## config.mk

```make
export PLATFORM = sky130hd
export DESIGN_NAME = pulse_glitch_filter
export DESIGN_NICKNAME = d
export VERILOG_FILES = /design/src/rtl/pgf_pkg.sv /design/src/rtl/pgf_ctrl.sv /design/src/rtl/pgf_sync.sv /design/src/rtl/pgf_datapath.sv /design/src/rtl/pulse_glitch_filter.sv
export SDC_FILE = /design/constraint.sdc
export NUM_CORES = 1
export LEC_CHECK = 0
export ABC_AREA = 1
export BUFFER_PORTS_ARGS = -buffer_cell sky130_fd_sc_hd__buf_2
export CAP_MARGIN = 20
export CORE_MARGIN = 1
export CORE_UTILIZATION = 40
export CTS_CLUSTER_SIZE = 40
export DETAILED_ROUTE_END_ITERATION = 10
export SKIP_LAST_GASP = 1
export SYNTH_ARGS = -nofsm -noshare
export SYNTH_HDL_FRONTEND = slang
export SYNTH_SLANG_ARGS = --single-unit
```

## constraint.sdc

```tcl
create_clock -name clk -period 2.6 [get_ports clk]
set_clock_uncertainty 0.05 [all_clocks]
set_input_delay 0.26 -clock clk [delete_from_list [all_inputs] [get_ports clk]]
set_output_delay 0.26 -clock clk [all_outputs]
set_load 0.02 [all_outputs]
```

## src/rtl/pgf_pkg.sv

```systemverilog
package pgf_pkg;
  // Strobes passed from control to datapath.
  typedef struct packed {
    logic tick;    // advance state this cycle
    logic clear;   // block disabled: force asserted input, clear counting
    logic bypass;  // pass synchronised input straight through
  } pgfCtrl_t;
endpackage

```

## src/rtl/pgf_ctrl.sv

```systemverilog
module pgf_ctrl
  import pgf_pkg::*;
#(
  parameter int CNT_W = 16,
  parameter int LEN_W = 4
) (
  input  logic             enable,
  input  logic             tickEn,
  input  logic             bypass,
  input  logic [LEN_W-1:0] filtLen,
  output pgfCtrl_t         ctrl,
  output logic [CNT_W-1:0] limit
);
  localparam int EXP_W = LEN_W + 1;
  localparam logic [EXP_W-1:0] MIN_EXP = EXP_W'(2);

  logic [EXP_W-1:0] lenExp;

  // Code 0 acts like code 1; otherwise exponent is code + 1.
  always_comb begin
    if (filtLen == '0) lenExp = MIN_EXP;
    else               lenExp = EXP_W'(filtLen) + EXP_W'(1);
  end

  // limit = 2^N - 1 as a low-order mask of N ones.
  for (genvar i = 0; i < CNT_W; i++) begin : g_mask
    assign limit[i] = (EXP_W'(i) < lenExp);
  end

  always_comb begin
    ctrl.tick   = tickEn & enable;
    ctrl.clear  = ~enable;
    ctrl.bypass = bypass;
  end


  always_comb begin
    min_length_chk: assert (limit[1:0] == 2'b11);
  end
endmodule

```

## src/rtl/pgf_sync.sv

```systemverilog
module pgf_sync #(
  parameter int STAGES = 2
) (
  input  logic clk,
  input  logic rstN,
  input  logic tick,
  input  logic clear,
  input  logic din,
  output logic dout
);
  logic [STAGES-1:0] stage;

  // Stages preset to the asserted level on reset or while disabled.
  for (genvar s = 0; s < STAGES; s++) begin : g_stage
    always_ff @(posedge clk or negedge rstN) begin
      if (!rstN)      stage[s] <= 1'b1;
      else if (clear) stage[s] <= 1'b1;
      else if (tick)  stage[s] <= (s == 0) ? din : stage[(s == 0) ? 0 : s-1];
    end
  end

  assign dout = stage[STAGES-1];
endmodule

```

## src/rtl/pgf_datapath.sv

```systemverilog
module pgf_datapath
  import pgf_pkg::*;
#(
  parameter int CNT_W = 16
) (
  input  logic             clk,
  input  logic             rstN,
  input  pgfCtrl_t         ctrl,
  input  logic [CNT_W-1:0] limit,
  input  logic             syncIn,
  output logic             filtLevel,
  output logic             incStrobe
);
  localparam int GAP_W = CNT_W + 1;

  logic [CNT_W-1:0] stabCnt, stabCntNext;
  logic             levelNext;
  logic             differ, reached;

  assign differ  = (syncIn != filtLevel);
  assign reached = (stabCnt == limit);

  always_comb begin
    if (ctrl.bypass) begin
      levelNext   = syncIn;
      stabCntNext = '0;
    end else if (differ && reached) begin
      levelNext   = ~filtLevel;
      stabCntNext = '0;
    end else if (differ) begin
      levelNext   = filtLevel;
      stabCntNext = stabCnt + CNT_W'(1);
    end else begin
      levelNext   = filtLevel;
      stabCntNext = '0;
    end
  end

  always_ff @(posedge clk or negedge rstN) begin
    if (!rstN) begin
      filtLevel <= 1'b1;
      stabCnt   <= '0;
      incStrobe <= 1'b0;
    end else if (ctrl.clear) begin
      filtLevel <= 1'b1;
      stabCnt   <= '0;
      incStrobe <= 1'b0;
    end else if (ctrl.tick) begin
      filtLevel <= levelNext;
      stabCnt   <= stabCntNext;
      incStrobe <= levelNext & ~filtLevel;
    end
  end

  // Monitor: ticks since the last level change, saturating.
  logic [GAP_W-1:0] gapCnt;
  always_ff @(posedge clk or negedge rstN) begin
    if (!rstN)                       gapCnt <= '0;
    else if (ctrl.clear)             gapCnt <= '0;
    else if (ctrl.tick) begin
      if (levelNext != filtLevel)    gapCnt <= '0;
      else if (gapCnt != '1)         gapCnt <= gapCnt + GAP_W'(1);
    end
  end


  cnt_in_range_chk: assert property (@(posedge clk) disable iff (!rstN)
    !ctrl.clear |-> (stabCnt <= limit));


  disabled_forced_chk: assert property (@(posedge clk) disable iff (!rstN)
    ctrl.clear |=> (filtLevel && !incStrobe));


  hold_off_tick_chk: assert property (@(posedge clk) disable iff (!rstN)
    (!ctrl.tick && !ctrl.clear) |=> ($stable(filtLevel) && $stable(incStrobe)));


  strobe_one_tick_chk: assert property (@(posedge clk) disable iff (!rstN)
    (incStrobe && ctrl.tick && !ctrl.clear) |=> !incStrobe);


  strobe_with_level_chk: assert property (@(posedge clk) disable iff (!rstN)
    $rose(incStrobe) |-> filtLevel);


  change_spacing_chk: assert property (@(posedge clk) disable iff (!rstN)
    (!ctrl.clear && !$past(ctrl.clear) && !ctrl.bypass && !$past(ctrl.bypass)
     && (filtLevel != $past(filtLevel)))
    |-> ($past(gapCnt) >= {1'b0, limit}));
endmodule

```

## src/rtl/pulse_glitch_filter.sv

```systemverilog
module pulse_glitch_filter
  import pgf_pkg::*;
#(
  parameter int CNT_W       = 16,
  parameter int LEN_W       = 4,
  parameter int SYNC_STAGES = 2
) (
  input  logic             clk,
  input  logic             rstN,
  input  logic             tickEn,
  input  logic             enable,
  input  logic             bypass,
  input  logic [LEN_W-1:0] filtLen,
  input  logic             pulseIn,
  output logic             filtLevel,
  output logic             incStrobe
);
  pgfCtrl_t         ctrl;
  logic [CNT_W-1:0] limit;
  logic             syncIn;

  pgf_ctrl #(.CNT_W(CNT_W), .LEN_W(LEN_W)) u_ctrl (
    .enable  (enable),
    .tickEn  (tickEn),
    .bypass  (bypass),
    .filtLen (filtLen),
    .ctrl    (ctrl),
    .limit   (limit)
  );

  pgf_sync #(.STAGES(SYNC_STAGES)) u_sync (
    .clk   (clk),
    .rstN  (rstN),
    .tick  (ctrl.tick),
    .clear (ctrl.clear),
    .din   (pulseIn),
    .dout  (syncIn)
  );

  pgf_datapath #(.CNT_W(CNT_W)) u_dp (
    .clk       (clk),
    .rstN      (rstN),
    .ctrl      (ctrl),
    .limit     (limit),
    .syncIn    (syncIn),
    .filtLevel (filtLevel),
    .incStrobe (incStrobe)
  );
endmodule

```

Word-level counts from Yosys, hierarchy flattened
Cells that the tools add are included.
- register bits after elaboration: 20
- input bits: 10
- $add $sub $neg: 2
- order comparisons: 16
- equal/unequal tests: 3
- muxes and demuxes: 16
- bitwise operators: 3
- reductions and logical operators: 2
- operators with widths (kind ; count):
    16-bit 2-to-1 mux ; 5
    4-bit by 5-bit less-than comparator with 1-bit output (first input constant) ; 8
    3-bit by 5-bit less-than comparator with 1-bit output (first input constant) ; 4
    16-bit by 1-bit adder with 16-bit output (second input constant) ; 1
    16-bit == test ; 1
    1-bit by 5-bit less-than comparator with 1-bit output (first input constant) ; 2
    2-bit by 5-bit less-than comparator with 1-bit output (first input constant) ; 2
    1-bit 2-to-1 mux ; 10
    4-bit by 1-bit adder with 5-bit output (second input constant) ; 1
    5-bit 2-to-1 mux ; 1
    4-bit logical NOT ; 1
    1-bit AND ; 2
    2-bit by 1-bit inequality test with 1-bit output (second input constant) ; 1
    1-bit logical AND ; 1
    1-bit inequality test ; 1
    1-bit inverter ; 1

Logic depth before layout (Yosys ltp)
Gate-level depths: netlist of run 1.
- depth after elaboration: 10
- depth in mapped cells: 18
- depth with buffers taken out: 18

Cells and area by module
Synthesis of run 1 repeated with hierarchy kept, for this count alone.
- cell total of the unflattened synthesis: 286
- area total of the unflattened synthesis: 1788.0 um^2
- modules (own cells, without submodules) (module ; instances ; cells an instance ; area an instance (um^2) ; seq. area each (um^2)):
    pgf_datapath ; 1 ; 214 ; 1395.1 ; 451.7
    pgf_ctrl ; 1 ; 62 ; 307.8 ; 0.0
    pgf_sync ; 1 ; 10 ; 85.1 ; 52.6

Worst setup path after synthesis of run 1
Ideal clock, no wire load.
- path kind: input port to flip-flop
- start: input port filtLen[0]
- end: register u_dp.stabCnt[0]
- setup time: 0.074 ns
- arrival: 1.755 ns
- data required time: 2.476 ns
- path slack: 0.721 ns
- stages: 15
- buffers on the path: 1
- cells stage by stage: inv_1 > ha_1 > inv_1 > nand2_2 > nor2_4 > inv_2 > nand2_4 > inv_2 > nand2_2 > xor2_2 > nor2_1 > nand2_2 > nand3_4 > buf_12 > a21oi_4
- cells in the longest elaborated chain, start to end: 9
- ends and longest elaborated chain (what ; line ; text):
    start, declared ; pulse_glitch_filter.sv:13 ; input logic [LEN_W-1:0] filtLen,
    4-bit by 1-bit adder with 5-bit output / 4-bit logical NOT (equally long branches) ; pgf_ctrl.sv:22, pgf_ctrl.sv:21 ;
    5-bit 2-to-1 mux (*) ; pgf_ctrl.sv:21 ; if (filtLen == '0) lenExp = MIN_EXP;
    1-bit by 5-bit less-than comparator with 1-bit output (tied with other cells) ; pgf_ctrl.sv:27 ; assign limit[i] = (EXP_W'(i) < lenExp);
    16-bit == test (*) ; pgf_datapath.sv:21 ; assign reached = (stabCnt == limit);
    1-bit logical AND (*) ; pgf_datapath.sv:27 ; end else if (differ && reached) begin
    16-bit 2-to-1 mux (*) ; pgf_datapath.sv:27 ;
    16-bit 2-to-1 mux (*) ; pgf_datapath.sv:24 ; if (ctrl.bypass) begin
    16-bit 2-to-1 mux (*) ; pgf_datapath.sv:48 ; end else if (ctrl.tick) begin
    16-bit 2-to-1 mux (*) ; pgf_datapath.sv:44 ; end else if (ctrl.clear) begin
    end signal, assigned ; pgf_datapath.sv:50 ; stabCnt <= stabCntNext;
    end, declared ; pgf_datapath.sv:16 ; logic [CNT_W-1:0] stabCnt, stabCntNext;
Every way passes the cells marked *; elsewhere a longest branch is shown, timed or not. The select of a mux whose other input is x is not followed.
A chain may end at the register's enable or synchronous reset.

Worst setup path in the final report of run 1
- start: register u_dp.stabCnt[5]
- end: register u_dp.stabCnt[15]
- cells in the longest elaborated chain, start to end: 6
- ends and longest elaborated chain (what ; line):
    16-bit by 1-bit adder with 16-bit output / 16-bit == test (equally long branches) ; pgf_datapath.sv:32, pgf_datapath.sv:21
    16-bit 2-to-1 mux / 1-bit logical AND (equally long branches) ; pgf_datapath.sv:30, pgf_datapath.sv:27
    16-bit 2-to-1 mux (*) ; pgf_datapath.sv:27
    16-bit 2-to-1 mux (*) ; pgf_datapath.sv:24
    16-bit 2-to-1 mux (*) ; pgf_datapath.sv:48
    16-bit 2-to-1 mux (*) ; pgf_datapath.sv:44
Marks and branches as above.

==> impl_metrics.tcl, run 1 <==
set metrics [dict create \
    dieArea_mm2 0.004377 \
    ctsResizeCount 0 \
    synthMuxAreaShare_pct 0 \
    antenna_found_initial 0 \
    detail-route-antenna-nets 0 \
    track_usage_pct 17.93 \
    worstMarginPinSlew_ns 0.4636 \
    crit_buf_inv 0 \
    netlist_instances 231 \
    cts_buffers 3 \
    drt_wl_total_um 3323 \
    arrival_ns 2.23 \
    initial_core_util_pct 43.35 \
    combinationalPowerShare_pct 20.6 \
    ys_ff_latch 20 \
    io_pins 12 \
    nNetsFinal 259 \
    synth_fa_ha_area_share_pct 2.280 \
    grt_pass1_wl_um 5996 \
    critPathKind "reg2reg" \
    synth_edf_count 0 \
    grt_pass1_vias 1288 \
    slew-limit-headroom_pct 69.09 \
    synth_top_family_by_area "simple AND/OR/NAND/NOR gates" \
    grt_max_degree 21 \
    cts_root_buf "clkbuf_8" \
    crit_chain "nand2_1 -> nor2_1 -> nand3_1 -> nor2_1 -> nand3_1 -> nor3_1 -> nand3_1 -> xor2_1 -> o21ai_2" \
    cts_setup_buffers 0 \
    die_x_um 66.16 \
    powerDensity_mw_per_mm2 446.6 \
    syn_area_per_cell_um2 7.128 \
    first_pass_iters 4 \
    netSwitchingPower_w 0.0002227 \
    p_leak_nw 0.8222 \
    insertion_delay_ns 0.26 \
    setup_viol 0 \
    max-cap-violations 0 \
    worstPathMaxFanout 6 \
    synthArstFlopShare_pct 100.0 \
    synth_cell_types 28 \
    internal_power_w 0.0005881 \
    fin_setup_tns_ns 0 \
    slowest_stage "dfrtp_1" \
    port_buffers 11 \
    switching_share_pct 27.47 \
    grt_overflow 0 \
    die_h_um 66.16 \
    finalNonFillerCells 293 \
    critPathCaptureType "register" \
    drive_above_1_share_pct 21.22 \
    finish.utilization_pct 47.79 \
    synthSimpleGateAreaFrac_pct 37.61 \
    syn_to_final_growth_pct 10.26 \
    wire_per_inst_um 11.34 \
    num_vias 1392 \
    start_kind "register" \
    cts_buffer_depth 2 \
    cts.sinks 20 \
    core_mm2 0.003799 \
    status "finished clean" \
    ys.warnings.count 0 \
    drc 0 \
    gp_congestion 0.8004 \
    layout_min_cycle_time_ns 2.130 \
    diodes 0 \
    avgViaCountPerCell 4.751 \
    clkPwrFrac_pct 38.2 \
    htree_levels 1 \
    seq_area_frac_synth_pct 30.62 \
    power_frac_seq_pct 41.2 \
    crit_family "simple AND/OR/NAND/NOR gates" \
    dpl.cell_count 288 \
    rows 22 \
    ir_drop_mv 0.2740 \
    synth-xor-area-share_pct 7.903 \
    slowest_delay_ns 0.47 \
    synth-compound-area-share_pct 11.93 \
    cts_tree "yes" \
    worst_path_most_repeated_cell "nand3_1" \
    hold_viol 0 \
    fill_cells 397 \
    synth-main-ff-cell "dfrtp_1" \
    required_ns 2.70 \
    rsz0062_at_grt "false" \
    syn-num-nets 244 \
    netlist_area_mm2 0.001647 \
    hpwl_um 2610 \
    drtIter0Drc 87 \
    fmax_ghz 0.4696 \
    drv_slew 0 \
    hold_class "in2reg" \
    path_clk_slew_ns 0.08 \
    min_period_over_period_pct 81.91 \
]
-- worst paths after layout --
check / from / endpoint / cells after the start / slack [ns]
setup / recovery: u_dp.stabCnt[5]$_DFFE_PN0P_ / u_dp.stabCnt[15]$_DFFE_PN0P_ / 9 / 0.47
hold / removal: pulseIn / u_sync.stage[0]$_DFFE_PN1P_ / 3 / 0.18
setup reg to reg: u_dp.stabCnt[5]$_DFFE_PN0P_ / u_dp.stabCnt[15]$_DFFE_PN0P_ / 9 / 0.47
hold reg to reg: u_sync.stage[0]$_DFFE_PN1P_ / u_sync.stage[0]$_DFFE_PN1P_ / 2 / 0.44
max in group asynchronous: rstN / u_sync.dout$_DFFE_PN1P_ / 2 / 1.72
min in group asynchronous: rstN / u_dp.stabCnt[0]$_DFFE_PN0P_ / 2 / 0.44
-- stage by stage --
| stage | hold WS [ns] | instance area (um^2) | power, W | worst slack [ns] |
|---|---|---|---|---|
| 6_report | 0.1769 | 1815 | 0.0008108 | 0.4704 |
| 2_1_floorplan | -0.08559 | 1647 | 0.0004677 | 0.7210 |
| 3_5_place_dp | 0.1862 | 1734 | 0.0005069 | 0.3363 |
| 5_1_grt | 0.2296 | 1815 | 0.0008595 | 0.2430 |
| 3_3_place_gp | 0.1894 | 1734 | 0.0005067 | 0.3046 |
| 4_1_cts | 0.1777 | 1815 | 0.0008175 | 0.4508 |
-- per-layer routing --
metal | GRT usage [%] | routed length (um) | vias to the layer above
met5 | 0 | 0 | -
met1 | 27.25 | 1784 | 600
li1 | - | - | 762
met2 | 26.28 | 1338 | 26
met4 | 6.117 | 57 | 0
met3 | 1.552 | 143 | 4
-- cell usage after synthesis (all sizes together), types with 2 or more instances --
cell | n | area (um^2)
a21oi | 4 | 31.28
buf | 2 | 31.28
dfrtp | 17 | 425.4
dfstp | 3 | 78.83
ha | 3 | 37.54
inv | 33 | 123.9
nand2 | 74 | 315.3
nand3 | 26 | 162.7
nand3b | 2 | 15.01
nand4 | 3 | 18.77
nor2 | 22 | 97.59
nor3 | 2 | 10.01
o21ai | 24 | 157.6
xnor2 | 2 | 17.52
xor2 | 12 | 112.6
-- sequential cells by signal, summed over array words and instances (netlist names) --
| register | flops |
|---|---|
| u_dp.filtLevel | 1 |
| u_sync.stage | 1 |
| u_sync.dout | 1 |
| u_dp.stabCnt | 16 |
| u_dp.incStrobe | 1 |
-- worst reg2reg max path: stages (launching register included) --
cell and delay [ns]:
dfrtp_1 0.47, nand2_1 0.10, nor2_1 0.21, nand3_1 0.15, nor2_1 0.17, nand3_1 0.14, nor3_1 0.32, nand3_1 0.14
xor2_1 0.20, o21ai_2 0.08
-- cell type report --
type	instances	area [um^2]	share of cell area, %
Tap cell	48	60.06	3.308
Multi-Input combinational cell	175	983.4	54.17
Sequential cell	20	504.2	27.77
Clock buffer	3	41.29	2.274
Timing Repair Buffer	13	72.57	3.997
Inverter	33	123.9	6.823
Clock inverter	1	30.03	1.654
-- layout by cell type, fill, tap and decap left out, types with 4 or more instances in the layout --
master,n
nand3_1,21
buf_2,11
dfrtp_1,17
o21ai_0,14
nand2_1,65
xor2_1,11
nand3_2,4
nor2_1,18
nand2_2,6
o21ai_2,10
inv_1,30
-- power groups by stage --
stage / Combinational [W] / Sequential, W / Clock [W]
floorplan: 0.000128 / 0.000340 / 0
global placement: 0.000167 / 0.000340 / 0
detailed placement: 0.000167 / 0.000340 / 0
CTS: 0.000169 / 0.000334 / 0.000315
global route: 0.000192 / 0.000336 / 0.000332
finish: 0.000167 / 0.000334 / 0.000309
-- cell families after synthesis --
group	after synthesis
AO/OA/AOI/OAI	29
XOR/XNOR	14
adder cells (fa/ha/maj)	3
buffers and inverters	36
flip-flops	20
AND/OR/NAND/NOR	129
-- what timing repair did --
item,in CTS,in global routing
hold buffers,1,0
setup endpoints to repair,0,0
endpoints found under the hold margin,17,0
Power figures use the tool's default switching activity.
==> run 2: changes to the inputs <==
==> constraint.sdc (replaced) <==
create_clock -name clk -period 2.1 [get_ports clk]
set_clock_uncertainty 0.05 [all_clocks]
set_input_delay 0.21 -clock clk [delete_from_list [all_inputs] [get_ports clk]]
set_output_delay 0.21 -clock clk [all_outputs]
set_load 0.02 [all_outputs]
==> impl_metrics.tcl, run 2 (synthesized netlist as in run 1, its figures left out) <==
set metrics [dict create \
    power.total_w 0.001033 \
    cts_buffer_depth 2 \
    arrival_ns 2.09 \
    ir_drop_mv 0.4661 \
    io_pins 12 \
    grt_pass1_vias 1427 \
    clkPwrFrac_pct 39.0 \
    nNetsFinal 270 \
    port_buffers 11 \
    p_leak_nw 0.8751 \
    setup_viol 0 \
    design_area_mm2 0.001941 \
    largest_register_ffs 16 \
    diodes 0 \
    rsz0062_at_grt "true" \
    required_ns 2.26 \
    grt_pass1_wl_um 6272 \
    avgViaCountPerCell 4.842 \
    status "finished clean" \
    drtIter0Drc 81 \
    grt_overflow 0 \
    max-cap-violations 0 \
    final_common_cell "nand2_1" \
    num_vias 1472 \
    drt_wl_total_um 3423 \
    internal_power_w 0.0007376 \
    path_clk_slew_ns 0.09 \
    drive_above_1_share_pct 27.73 \
    rows 22 \
    core_mm2 0.003799 \
    hold_class "in2reg" \
    regMostFlops "u_dp.stabCnt" \
    cts_root_buf "clkbuf_8" \
    htree_levels 1 \
    drv_slew 0 \
    layout_common_cells "nand2_1 (65), inv_1 (30), nand3_1 (20), nor2_1 (17), dfrtp_1 (15)" \
    cts_tree "yes" \
    insertion_delay_ns 0.27 \
    combinationalPowerShare_pct 21.0 \
    cts_buffers 3 \
    switching_share_pct 28.56 \
    cts_setup_buffers 0 \
    start_kind "register" \
    critPathKind "reg2reg" \
    fmax_ghz 0.5171 \
    cts.sinks 20 \
    layout_min_cycle_time_ns 1.934 \
    hold_viol 0 \
    powerDensity_mw_per_mm2 532.1 \
    worstPathMaxFanout 5 \
    detail-route-antenna-nets 0 \
    wire_per_inst_um 11.26 \
    min_period_over_period_pct 92.09 \
    slew-limit-headroom_pct 70.01 \
    hpwl_um 2710 \
    track_usage_pct 18.78 \
    hold-worst-slack_ns 0.1266 \
    dieArea_mm2 0.004377 \
    die_x_um 66.16 \
    dpl_cell_area_mm2 0.001829 \
    power_frac_seq_pct 40.0 \
    drc 0 \
    gp_congestion 0.8976 \
    first_pass_iters 4 \
    worstMarginPinSlew_ns 0.4499 \
    antenna_found_initial 0 \
    grt_max_degree 21 \
    initial_core_util_pct 43.35 \
    syn_to_final_growth_pct 17.86 \
    finish.utilization_pct 51.09 \
    netSwitchingPower_w 0.0002949 \
    critPathCaptureType "register" \
    die_h_um 66.16 \
]
[run 2: final timing paths]
path                            slack (ns)                           end  depth (start not counted)                   startpoint
worst min register to register        0.45   u_sync.stage[0]$_DFFE_PN1P_                          2  u_sync.stage[0]$_DFFE_PN1P_
min in group asynchronous             0.36   u_dp.stabCnt[3]$_DFFE_PN0P_                          2                         rstN
max in group asynchronous             1.29       u_sync.dout$_DFFE_PN1P_                          2                         rstN
worst max-delay path                  0.17  u_dp.stabCnt[14]$_DFFE_PN0P_                         10  u_dp.stabCnt[1]$_DFFE_PN0P_
worst min-delay path                  0.13   u_sync.stage[0]$_DFFE_PN1P_                          3                      pulseIn
worst max register to register        0.17  u_dp.stabCnt[14]$_DFFE_PN0P_                         10  u_dp.stabCnt[1]$_DFFE_PN0P_
[run 2: per-layer routing]
layer  vias up  track usage [%]  wire length, um
met5         -                0                0
met4         0            6.383               47
met3         5            3.103              135
met2        19            29.85             1473
met1       670            25.64             1766
li1        778                -                -
[run 2: power by group through the flow]
stage / Clock (W) / Sequential (W) / Combinational (W)
after floorplan: 0 / 0.000420 / 0.000159
after global placement: 0 / 0.000419 / 0.000215
after detailed placement: 0 / 0.000420 / 0.000217
after CTS: 0.000414 / 0.000413 / 0.000218
after global routing: 0.000420 / 0.000416 / 0.000247
final: 0.000403 / 0.000413 / 0.000217
[run 2: cell type report]
class | instances | area, um^2
Clock buffer | 3 | 41.29
Clock inverter | 1 | 30.03
Fill cell | 389 | 1858
Inverter | 33 | 123.9
Multi-Input combinational cell | 175 | 1011
Sequential cell | 20 | 506.7
Tap cell | 48 | 60.06
Timing Repair Buffer | 24 | 167.7
[run 2: per-stage QoR]
stage                     instances  setup WS (ns)   TNS [ns]
final                           304         0.1661          0
after global routing            304      -0.006385  -0.006385
after CTS                       304        0.09264          0
after detailed placement        299       -0.02464    -0.2259
after global placement          299       -0.01537    -0.1036
after floorplan                 231         0.2710          0
[run 2: what timing repair did]
item	in CTS	in global routing
hold buffers	1	0
endpoints found under the hold margin	17	0
gates resized for setup	0	8
setup endpoints to repair	0	2
[run 2: worst max-delay path, stage by stage (launching register included)]
cell     delay [ns]
dfrtp_2        0.41
ha_2           0.20
nand3_1        0.12
nor2_1         0.15
nand2_1        0.09
nor2_2         0.14
nand3_2        0.09
nor3_2         0.22
nand2_1        0.11
xor2_2         0.16
o21ai_2        0.13
